### config.mk
export PLATFORM = sky130hd
export DESIGN_NAME = gpio_port_ctrl
export DESIGN_NICKNAME = d
export VERILOG_FILES = /design/src/rtl/gpio_port_pkg.sv /design/src/rtl/gpio_regs.sv /design/src/rtl/gpio_pinmux.sv /design/src/rtl/gpio_insync.sv /design/src/rtl/gpio_port_ctrl.sv
export SDC_FILE = /design/constraint.sdc
export NUM_CORES = 1
export LEC_CHECK = 0
export BUFFER_PORTS_ARGS = -buffer_cell sky130_fd_sc_hd__buf_2
export CAP_MARGIN = 20
export CORE_ASPECT_RATIO = 1.25
export CORE_MARGIN = 2
export CORE_UTILIZATION = 40
export DETAILED_ROUTE_END_ITERATION = 16
export GPL_TIMING_DRIVEN = 0
export PLACE_DENSITY = 0.73
export SLEW_MARGIN = 10
export SYNTH_ARGS = -nofsm -noshare
export SYNTH_HDL_FRONTEND = slang
export SYNTH_HIERARCHICAL = 1
export SYNTH_SLANG_ARGS = --single-unit
export TNS_END_PERCENT = 10
### constraint.sdc
create_clock -name clk -period 1.4 [get_ports clk]
set_clock_uncertainty 0.05 [all_clocks]
set_input_delay 0.21 -clock clk [delete_from_list [all_inputs] [get_ports clk]]
set_output_delay 0.21 -clock clk [all_outputs]
set_load 0.1 [all_outputs]
### src/rtl/gpio_port_pkg.sv
package gpio_port_pkg;

  typedef enum logic [1:0] {
    REG_DATA = 2'd0,
    REG_DIR  = 2'd1,
    REG_PULL = 2'd2,
    REG_LCD  = 2'd3
  } gpio_reg_e;

  // pull-up is released while the pad actively drives low
  function automatic logic pull_active(logic pu_bit, logic oe, logic val);
    return pu_bit & ~(oe & ~val);
  endfunction

  // read source: latch for rmw or port-output pins, synchronized pin otherwise
  function automatic logic read_src(logic rmw, logic port_out, logic latch, logic pin);
    return (rmw | port_out) ? latch : pin;
  endfunction

endpackage

### src/rtl/gpio_regs.sv
module gpio_regs
  import gpio_port_pkg::*;
#(
  parameter int          W        = 6,
  parameter logic [W-1:0] IMPL    = 6'b110111,
  parameter logic [W-1:0] LCD_BITS = 6'b000111
) (
  input  logic         clk,
  input  logic         rst_n,
  input  logic         wr_en,
  input  logic [1:0]   addr,
  input  logic [W-1:0] wdata,
  output logic [W-1:0] data_q,
  output logic [W-1:0] dir_q,
  output logic [W-1:0] pull_q,
  output logic [W-1:0] lcd_q
);

  // named write events
  logic data_wr, dir_wr, pull_wr, lcd_wr;
  assign data_wr = wr_en && (gpio_reg_e'(addr) == REG_DATA);
  assign dir_wr  = wr_en && (gpio_reg_e'(addr) == REG_DIR);
  assign pull_wr = wr_en && (gpio_reg_e'(addr) == REG_PULL);
  assign lcd_wr  = wr_en && (gpio_reg_e'(addr) == REG_LCD);

  for (genvar i = 0; i < W; i++) begin : g_bit
    if (IMPL[i]) begin : g_impl
      always_ff @(posedge clk or negedge rst_n) begin
        if (!rst_n) begin
          data_q[i] <= 1'b0;
          dir_q[i]  <= 1'b0;
          pull_q[i] <= 1'b0;
        end else begin
          if (data_wr) data_q[i] <= wdata[i];
          if (dir_wr)  dir_q[i]  <= wdata[i];
          if (pull_wr) pull_q[i] <= wdata[i];
        end
      end
    end else begin : g_none
      assign data_q[i] = 1'b0;
      assign dir_q[i]  = 1'b0;
      assign pull_q[i] = 1'b0;
    end

    if (IMPL[i] && LCD_BITS[i]) begin : g_lcd
      always_ff @(posedge clk or negedge rst_n) begin
        if (!rst_n)      lcd_q[i] <= 1'b1;
        else if (lcd_wr) lcd_q[i] <= wdata[i];
      end
    end else begin : g_nolcd
      assign lcd_q[i] = 1'b0;
    end
  end

  AST_DIR_WRITE_TAKES: assert property (@(posedge clk) disable iff (!rst_n)
    dir_wr |=> dir_q == ($past(wdata) & IMPL));

  AST_DATA_WRITE_ALWAYS: assert property (@(posedge clk) disable iff (!rst_n)
    data_wr |=> data_q == ($past(wdata) & IMPL));

endmodule

### src/rtl/gpio_pinmux.sv
module gpio_pinmux
  import gpio_port_pkg::*;
#(
  parameter int           W    = 6,
  parameter logic [W-1:0] IMPL = 6'b110111
) (
  input  logic [W-1:0] dir_q,
  input  logic [W-1:0] data_q,
  input  logic [W-1:0] pull_q,
  input  logic [W-1:0] per_oe,
  input  logic [W-1:0] per_out,
  input  logic         force_hiz,
  output logic [W-1:0] pad_oe,
  output logic [W-1:0] pad_out,
  output logic [W-1:0] pad_pu,
  output logic [W-1:0] port_out
);

  for (genvar i = 0; i < W; i++) begin : g_pin
    if (IMPL[i]) begin : g_impl
      logic drive;
      // priority: standby high-Z, then peripheral, then direction register
      assign drive       = ~force_hiz & (per_oe[i] | dir_q[i]);
      assign port_out[i] = dir_q[i] & ~per_oe[i];
      assign pad_oe[i]   = drive;
      assign pad_out[i]  = per_oe[i] ? per_out[i] : data_q[i];
      assign pad_pu[i]   = ~force_hiz & pull_active(pull_q[i], drive, pad_out[i]);
    end else begin : g_none
      assign port_out[i] = 1'b0;
      assign pad_oe[i]   = 1'b0;
      assign pad_out[i]  = 1'b0;
      assign pad_pu[i]   = 1'b0;
    end
  end

endmodule

### src/rtl/gpio_insync.sv
module gpio_insync #(
  parameter int W      = 6,
  parameter int STAGES = 2
) (
  input  logic         clk,
  input  logic         rst_n,
  input  logic [W-1:0] pad_in,
  input  logic [W-1:0] in_en,
  output logic [W-1:0] sync_q
);

  logic [STAGES-1:0][W-1:0] chain;

  for (genvar s = 0; s < STAGES; s++) begin : g_stage
    always_ff @(posedge clk or negedge rst_n) begin
      if (!rst_n)      chain[s] <= '0;
      else if (s == 0) chain[s] <= pad_in & in_en;
      else             chain[s] <= chain[(s == 0) ? 0 : s-1];
    end
  end

  assign sync_q = chain[STAGES-1];

endmodule

### src/rtl/gpio_port_ctrl.sv
module gpio_port_ctrl
  import gpio_port_pkg::*;
#(
  parameter int           W        = 6,
  parameter int           STAGES   = 2,
  parameter logic [W-1:0] IMPL     = 6'b110111,
  parameter logic [W-1:0] LCD_BITS = 6'b000111
) (
  input  logic         clk,
  input  logic         rst_n,
  input  logic         wr_en,
  input  logic         rd_en,
  input  logic         rd_rmw,
  input  logic [1:0]   addr,
  input  logic [W-1:0] wdata,
  output logic [W-1:0] rdata,
  input  logic [W-1:0] per_oe,
  input  logic [W-1:0] per_out,
  input  logic         standby,
  input  logic         hiz_sel,
  input  logic [W-1:0] pad_in,
  output logic [W-1:0] pad_oe,
  output logic [W-1:0] pad_out,
  output logic [W-1:0] pad_pu
);

  logic [W-1:0] data_q, dir_q, pull_q, lcd_q;
  logic [W-1:0] port_out, sync_q, in_en, pin_view;
  logic         force_hiz;
  logic [W-1:0] rd_next;

  assign force_hiz = standby & hiz_sel;
  assign in_en     = IMPL & ~lcd_q & {W{~force_hiz}};

  gpio_regs #(.W(W), .IMPL(IMPL), .LCD_BITS(LCD_BITS)) u_regs (
    .clk(clk), .rst_n(rst_n), .wr_en(wr_en), .addr(addr), .wdata(wdata),
    .data_q(data_q), .dir_q(dir_q), .pull_q(pull_q), .lcd_q(lcd_q)
  );

  gpio_pinmux #(.W(W), .IMPL(IMPL)) u_mux (
    .dir_q(dir_q), .data_q(data_q), .pull_q(pull_q),
    .per_oe(per_oe), .per_out(per_out), .force_hiz(force_hiz),
    .pad_oe(pad_oe), .pad_out(pad_out), .pad_pu(pad_pu), .port_out(port_out)
  );

  gpio_insync #(.W(W), .STAGES(STAGES)) u_sync (
    .clk(clk), .rst_n(rst_n), .pad_in(pad_in), .in_en(in_en), .sync_q(sync_q)
  );

  always_comb begin
    for (int i = 0; i < W; i++)
      pin_view[i] = read_src(rd_rmw, port_out[i], data_q[i], sync_q[i]);
  end

  always_comb begin
    unique case (gpio_reg_e'(addr))
      REG_DATA: rd_next = pin_view & IMPL;
      REG_DIR:  rd_next = dir_q;
      REG_PULL: rd_next = pull_q;
      REG_LCD:  rd_next = lcd_q;
      default:  rd_next = '0;
    endcase
  end

  always_ff @(posedge clk or negedge rst_n) begin
    if (!rst_n)     rdata <= '0;
    else if (rd_en) rdata <= rd_next;
  end

  AST_HIZ_NO_DRIVE: assert property (@(posedge clk) disable iff (!rst_n)
    (standby && hiz_sel) |-> (pad_oe == '0 && pad_pu == '0));

  AST_PU_OFF_WHEN_LOW: assert property (@(posedge clk) disable iff (!rst_n)
    (pad_pu & pad_oe & ~pad_out) == '0);

  AST_RMW_RETURNS_LATCH: assert property (@(posedge clk) disable iff (!rst_n)
    (rd_en && rd_rmw && addr == 2'd0) |=> rdata == $past(data_q));

  AST_UNIMPL_QUIET: assert property (@(posedge clk) disable iff (!rst_n)
    ((rdata | pad_oe | pad_pu) & ~IMPL) == '0);

  AST_PERIPH_WINS: assert property (@(posedge clk) disable iff (!rst_n)
    !force_hiz |-> ((pad_oe & per_oe) == (per_oe & IMPL)
                    && (pad_out & per_oe) == (per_out & per_oe & IMPL)));

endmodule

### Word-level counts from Yosys, hierarchy flattened

Index checks and enable logic that the tools add are counted.

* add/sub/neg operators: 0
* multiply operators: 0
* div/mod/pow operators: 0
* $lt $le $gt $ge: 0
* eq/ne operators: 3
* shifts and indexed selects: 0
* multiplexer cells: 11
* bitwise logic cells: 55
* reductions and logical operators: 5

Operator list (number)
* 1-bit bitwise AND: 26
* 6-bit case mux with 4 select lines: 1
* 1-bit NOT: 16
* 6-bit bitwise AND: 2
* 1-bit two-way mux: 10
* 1-bit bitwise OR: 10
* 3-bit NOT with 6-bit output: 1
* 2-bit equality test (second input constant): 2
* 1-bit logical AND: 4
* 2-bit by 1-bit equality test with 1-bit output (second input constant): 1
* 2-bit logical NOT: 1

* flip-flop bits (word level): 36
* latch bits: 0
* bits in writable memories: 0
* memory bits (read-only): 0
* bits of input ports: 33
* output and inout bits: 24
* logic and storage cells: 95
* memories: 0

### Logic depth before layout (Yosys ltp)

Gate-level depths: netlist of run 1.

* depth after elaboration: 7
* depth in mapped cells: 5
* mapped depth without buffers: 4

### Cells and area by module

The synthesis of run 1 kept the hierarchy.

By module, submodules not included
* gpio_regs: instances 1, cells an instance 47, area each 744.5 µm², seq. area each 454.2 µm²
* gpio_port_ctrl: instances 1, cells an instance 64, area each 573.0 µm², seq. area each 150.1 µm²
* gpio_insync: instances 1, cells an instance 24, area each 382.9 µm², seq. area each 300.3 µm²
* gpio_pinmux: instances 1, cells an instance 56, area each 350.3 µm², seq. area each 0.0 µm²

### Worst setup path after synthesis of run 1

No wires, ideal clock.

* path kind: input-to-output
* start: input standby
* end: output pad_pu[0]
* arrival time: 2.526 ns
* required time: 1.140 ns
* path slack: -1.386 ns
* cell stages on the path: 4
* path buffers: 2
* cells stage by stage: and2_1 clkbuf_1 buf_2 a2111oi_2

* word-level cells in the longest chain between the ends: 7

RTL lines
* start, declared: line gpio_port_ctrl.sv:19 `input logic standby,`
* 1-bit bitwise AND (*): line gpio_port_ctrl.sv:32 `assign force_hiz = standby & hiz_sel;`
* named net force_hiz: line gpio_port_ctrl.sv:29 `logic force_hiz;`
* 1-bit NOT (*): line gpio_pinmux.sv:23, gpio_pinmux.sv:27
* 1-bit bitwise AND: line gpio_pinmux.sv:23 `assign drive = ~force_hiz & (per_oe[i] | dir_q[i]);`
* 1-bit bitwise AND: line gpio_port_pkg.sv:12 `return pu_bit & ~(oe & ~val);`
* 1-bit NOT: line gpio_port_pkg.sv:12
* 1-bit bitwise AND: line gpio_port_pkg.sv:12
* 1-bit bitwise AND (*): line gpio_pinmux.sv:27 `assign pad_pu[i] = ~force_hiz & pull_active(pull_q[i], drive, pad_out[i]);`
* end, declared: line gpio_port_ctrl.sv:24 `output logic [W-1:0] pad_pu`

The timed path passes the listed nets; every way through them passes the cells marked *.

### Final worst setup path of run 1

* start: register u_regs.dir_q[5]
* end: output pad_pu[5]

* word-level cells in the longest chain between the ends: 6

RTL lines
* start, declared: line gpio_regs.sv:14 `output logic [W-1:0] dir_q,`
* start signal, assigned by index: line gpio_regs.sv:35 `if (dir_wr) dir_q[i] <= wdata[i];`
* 1-bit bitwise OR: line gpio_pinmux.sv:23
* 1-bit bitwise AND: line gpio_pinmux.sv:23
* 1-bit bitwise AND: line gpio_port_pkg.sv:12
* 1-bit NOT: line gpio_port_pkg.sv:12
* 1-bit bitwise AND: line gpio_port_pkg.sv:12
* 1-bit bitwise AND: line gpio_pinmux.sv:27

Every way passes these cells.

==> results of run 1 <==
==> layer usage <==
metal,track usage,wire [µm],vias up
li1,-,-,741
met3,0.0379,193,4
met2,0.306,2230,40
met4,0.0755,61,0
met1,0.199,1760,728
met5,0,0,-
==> cell type report <==
cell class              instances  area share
multi-input cells             122       0.370
flip-flops and latches         34       0.308
repair buffers                 56       0.169
plain buffers                  24      0.0798
clock buffers                   7      0.0311
well taps                      60      0.0270
inverters                      10      0.0135
clock inverters                 1     0.00180
==> cell usage in the layout, fill, tap and decap left out, types with 7 or more instances in the layout <==
cell type and count:
clkbuf_8 7, buf_6 9, dfrtp_1 31, nand2_1 11, buf_4 24, mux2_2 21, inv_1 9, nand3b_1 8
buf_2 34, buf_12 9, conb_1 8, nor2_1 18
==> report_power, final <==
| part | switching (W) | leakage, nW | internal [W] | total (W) |
|---|---|---|---|---|
| Clock | 0.000330 | 0.0482 | 0.000396 | 0.000726 |
| Combinational | 0.00105 | 0.830 | 0.000613 | 0.00166 |
| Sequential | 0.0000974 | 0.410 | 0.00115 | 0.00124 |
==> registers in the layout (all words and copies together) (netlist names) <==
register / flops
rdata: 6
u_regs/data_q: 5
u_regs/dir_q: 5
u_regs/lcd_q: 3
u_regs/pull_q: 5
u_sync/chain: 5
u_sync/sync_q: 5
==> metrics by stage <==
stage | setup TNS [ns] | hold WS (ns) | total power (W)
after floorplan | -5.72 | -0.136 | 0.00242
after global placement | -2.59 | 0.266 | 0.00264
after detailed placement | -2.60 | 0.271 | 0.00267
after CTS | -1.87 | 0.0789 | 0.00363
after global routing | -2.53 | 0.0851 | 0.00380
final | -1.73 | 0.0836 | 0.00363
==> worst max-delay path: stages, from the launching register on <==
cell	delay, ns
dfrtp_1	0.39
nor2b_4	0.14
a2111oi_4	0.30
buf_6	0.27
==> worst max-delay path by stage <==
stage,from,end,slack [ns],cells past startpoint
floorplan,standby,pad_pu[0],-0.63,4
global placement,standby,pad_pu[0],-0.35,6
detailed placement,standby,pad_pu[0],-0.35,6
CTS,u_regs/dir_q[5],pad_pu[5],-0.27,3
global route,u_regs/dir_q[2],pad_pu[2],-0.32,3
finish,u_regs/dir_q[5],pad_pu[5],-0.26,3
==> repair_timing <==
action	in CTS	in global routing
setup buffers	7	0
gates resized for setup	55	12
pin swaps	6	2
hold buffers	1	0
hold endpoints to repair	31	0
endpoints found under the setup margin	15	16
==> results.md, run 1 <==
- CP max FO: 2
- CTS tree: done
- Hold Path End: u_sync/chain[4]
- Hold Path Stages: 2
- Worst-Skew Late Latency: 0.28 ns
- Min Tclk post-route: 1.66 ns
- Die Ht: 82.4 µm
- H-tree depth: 2
- 1st-iter DRT viols: 44
- Filler cells: 414
- # rows: 28
- VDD IR max: 0.755 mV
- Status: finished, violations left
- WP data required: 1.14 ns
- Drt total wl: 4.25 mm
- TritonCTS buffer count: 5
- CTS sink count: 34
- Final period utilization: 1.18
- Worst R2R End: rdata[5]
- Setup crit end kind: output pin
- Sequential cell area: 855 µm²
- Average footprint of a synthesized cell: 10.7 µm²
- Pwr/cell area: 1310 nW/µm²
- Port-buffer cells: 48
- Vias per inst: 4.82
- Leak pwr: 1.29 nW
- CTS max path bufs: 2
- Vias after detailed routing: 1513
- GRT Residual Overflow: 0
- Routability cong.: 0.800
- Inst Count DP: 298
- Area post-placement: 2390 µm²
- Reg2reg setup slack: 0.11 ns
- Non-Filler Instances: 314
- N_diodes: 0
- RSZ-0062 raised after global routing: true
- Multi-input gate area in the final layout: 1030 µm²
- Final Hold Fails: 0
- R2R depth: 5
- Clk slew on worst S/H paths: 0.07 ns
- WP data arrival: 1.40 ns
- Post-Syn Area: 1970 µm²
- CORE AREA: 4730 µm²
- Worst setup margin: -0.256 ns
- Final Max Tran Viols: 0
- Class of the most critical setup path: reg2out
- Clk root buf: clkbuf_8
- GRT Total Usage: 0.173
- Layout cells sized above 1: 0.528
- Nets@finish: 286
- Post-layout util: 0.587
- Critical Path Start Type: flop
- Design area: 2780 µm²
- Max Cap Viol: 0
- FF-to-FF Start: u_regs/dir_q[5]
- Hold crit path type: in2reg
- DR pass1 iterations: 4
- Cells after synthesis: 184
- Tightest Pin Transition: 0.737 ns
- Failing checks: setup timing
- Initial antenna violation count: 0
- WL/cell: 13.5 µm
- Residual DRC: 0
- Die Wd: 66.7 µm
- Largest net degree at the start of global routing: 35
- DP Wirelength: 3.02 mm
- First-pass GRT wire length: 6.93 mm
- Worst hold start: pad_in[4]
- Number of global-route vias before repair: 1511
- Max Fclk: 604 MHz
- Initial Util: 0.416
- Die area: 5500 µm²
- Synth Warn #: 6
- I/O pin count: 57
- Max-slew headroom: 0.509
- Final ANT Viol Nets: 0
- Pre-CTS setup slack: -0.348 ns
- Final setup vio count: 12
- Layout area overhead: 41.1%
Note: power is estimated with default switching activity, not from simulation.
==> inputs of run 2 (changes only) <==
--- a/config.mk
+++ b/config.mk
@@ -12,7 +12,7 @@
 export CORE_UTILIZATION = 40
 export DETAILED_ROUTE_END_ITERATION = 16
+export GPL_ROUTABILITY_DRIVEN = 0
 export GPL_TIMING_DRIVEN = 0
 export PLACE_DENSITY = 0.73
-export SLEW_MARGIN = 10
 export SYNTH_ARGS = -nofsm -noshare
 export SYNTH_HDL_FRONTEND = slang
--- a/constraint.sdc
+++ b/constraint.sdc
@@ -3,3 +3,3 @@
 set_input_delay 0.21 -clock clk [delete_from_list [all_inputs] [get_ports clk]]
 set_output_delay 0.21 -clock clk [all_outputs]
-set_load 0.1 [all_outputs]
+set_load 0.05 [all_outputs]
==> results.md, run 2 (synthesized netlist as in run 1, its figures left out) <==
- Class of the most critical setup path: reg2out
- Tot Pwr: 0.00320 W (-12%)
- Design area: 2660 µm² (-4.1%)
- Nets@finish: 286 (unchanged)
- TritonCTS buffer count: 5 (unchanged)
- Filler cells: 405 (-2.2%)
- Leak pwr: 1.25 nW (-3.1%)
- GRT Residual Overflow: 0 (unchanged)
- Worst-Skew Late Latency: 0.29 ns (about the same)
- Initial Util: 0.416 (unchanged)
- Worst path cell trace: nor2b_4, a2111oi_4, buf_6
- Vias after detailed routing: 1526 (+0.86%)
- Final Hold Fails: 0 (unchanged)
- WL/cell: 13.5 µm (-0.42%)
- H-tree depth: 2 (unchanged)
- Pwr/cell area: 1200 nW/µm² (-8.0%)
- Layout cells sized above 1: 0.516 (-0.0118)
- Commonest non-fill, non-tap cell in the layout: buf_2
- Final Max Tran Viols: 0 (unchanged)
- Initial antenna violation count: 0 (unchanged)
- 1st-iter DRT viols: 22 (-50%)
- Layout area overhead: 35.2%
- CTS sink count: 34 (unchanged)
- # rows: 28 (unchanged)
- Final period utilization: 1.15 (-0.0352)
- Crit path buffers/inverters: 1 (unchanged)
- Max-slew headroom: 0.502 (-0.00655)
- CTS max path bufs: 2 (unchanged)
- Failing checks: setup timing
- WP data arrival: 1.35 ns (-0.05 ns)
- Die area: 5500 µm² (unchanged)
- Largest net degree at the start of global routing: 35 (unchanged)
- Worst setup margin: -0.207 ns (+0.0493 ns)
- Most frequent cells in the layout: buf_2, dfrtp_1, buf_4, mux2_2, nor2_1
- Max Cap Viol: 0 (unchanged)
- Die Ht: 82.4 µm (unchanged)
- Hold crit path type: in2reg
- VDD IR max: 0.568 mV (-25%)
- Final ANT Viol Nets: 0 (unchanged)
- Reg with most FFs: rdata
- Clk slew on worst S/H paths: 0.06 ns (about the same)
- Critical Path Start Type: flop
- Status: finished, violations left
- Setup crit end kind: output pin
- WP data required: 1.14 ns (about the same)
- Max Fclk: 622 MHz (+3.1%)
- Reg2reg setup slack: 0.12 ns (about the same)
- Vias per inst: 4.86 (+0.86%)
- Final setup vio count: 10 (-2)
- Critical path's slowest cell: dfrtp_1
- Min Tclk post-route: 1.61 ns (-0.0493 ns)
- DR pass1 iterations: 4 (unchanged)
- Die Wd: 66.7 µm (unchanged)
- CP top delay family: flip-flops
- Area post-placement: 2360 µm² (-1.3%)
- CTS tree: done
- N_diodes: 0 (unchanged)
- CP max stage delay: 0.41 ns (+0.02 ns)
- TNS Setup: -1.38 ns (+0.350 ns)
- First-pass GRT wire length: 6.99 mm (+0.90%)
- Tightest Pin Transition: 0.747 ns (+0.00982 ns)
- GRT Total Usage: 0.174 (+0.00154)
- Drt total wl: 4.23 mm (-0.42%)
- CP max FO: 3 (+1)
- RSZ-0062 raised after global routing: true
- Pre-CTS setup slack: -0.434 ns (-0.0856 ns)
- Max reg flops: 6 (unchanged)
- I/O pin count: 57 (unchanged)
- Residual DRC: 0 (unchanged)
- DP Wirelength: 3.04 mm (+0.60%)
- Post-layout util: 0.563 (-0.0243)
- CORE AREA: 4730 µm² (unchanged)
- Number of global-route vias before repair: 1528 (+1.1%)
- Port-buffer cells: 48 (unchanged)
- Clk root buf: clkbuf_8
## run 2: cell types whose count changed in the layout (fill, tap and decap cells not counted), sizes merged
cell	previous run	this run
clkbuf	9	8
buf	76	77
## run 2: repair_timing
action	in CTS	in global routing
hold endpoints to repair	31	0
gates resized for setup	37	12
endpoints found under the setup margin	15	14
pin swaps	5	0
hold buffers	1	0
setup buffers	8	0
## run 2: worst paths after layout
check                                 from  cells after the start                to
min in group asynchronous            rst_n                      2   u_sync/chain[2]
min reg2reg                u_sync/chain[2]                      0  u_sync/sync_q[2]
min                              pad_in[0]                      2   u_sync/chain[0]
max in group asynchronous            rst_n                      2   u_regs/dir_q[5]
max                        u_regs/dir_q[2]                      3         pad_pu[2]
max reg2reg                u_regs/dir_q[4]                      5          rdata[4]
## run 2: cell type report
class                   instances  area, µm²  share of cell area
clock inverters                 1       5.00             0.00188
inverters                      10       37.5              0.0141
well taps                      60       75.1              0.0282
repair buffers                 57        397               0.149
plain buffers                  23        199              0.0748
multi-input cells             122       1010               0.378
clock buffers                   7       86.3              0.0324
flip-flops and latches         34        855               0.321
## run 2: metrics by stage
step | hold slack, ns | std cells
finish | 0.0813 | 314
global route | 0.0749 | 314
CTS | 0.0739 | 314
detailed placement | 0.270 | 298
global placement | 0.268 | 298
floorplan | -0.136 | 190
## run 2: report_power, final
group | switching [W] | total [W] | internal (W)
Combinational | 0.000688 | 0.00124 | 0.000548
Sequential | 0.0000920 | 0.00124 | 0.00114
Clock | 0.000335 | 0.000731 | 0.000396
## run 2: routing by layer
metal / share of wire / wire [µm] / track usage / vias to the layer above
met5: 0 / 0 / 0 / -
met4: 0.018 / 78 / 0.0735 / 0
met3: 0.052 / 222 / 0.0434 / 5
met2: 0.52 / 2190 / 0.320 / 40
met1: 0.41 / 1740 / 0.189 / 737
li1: - / - / - / 744
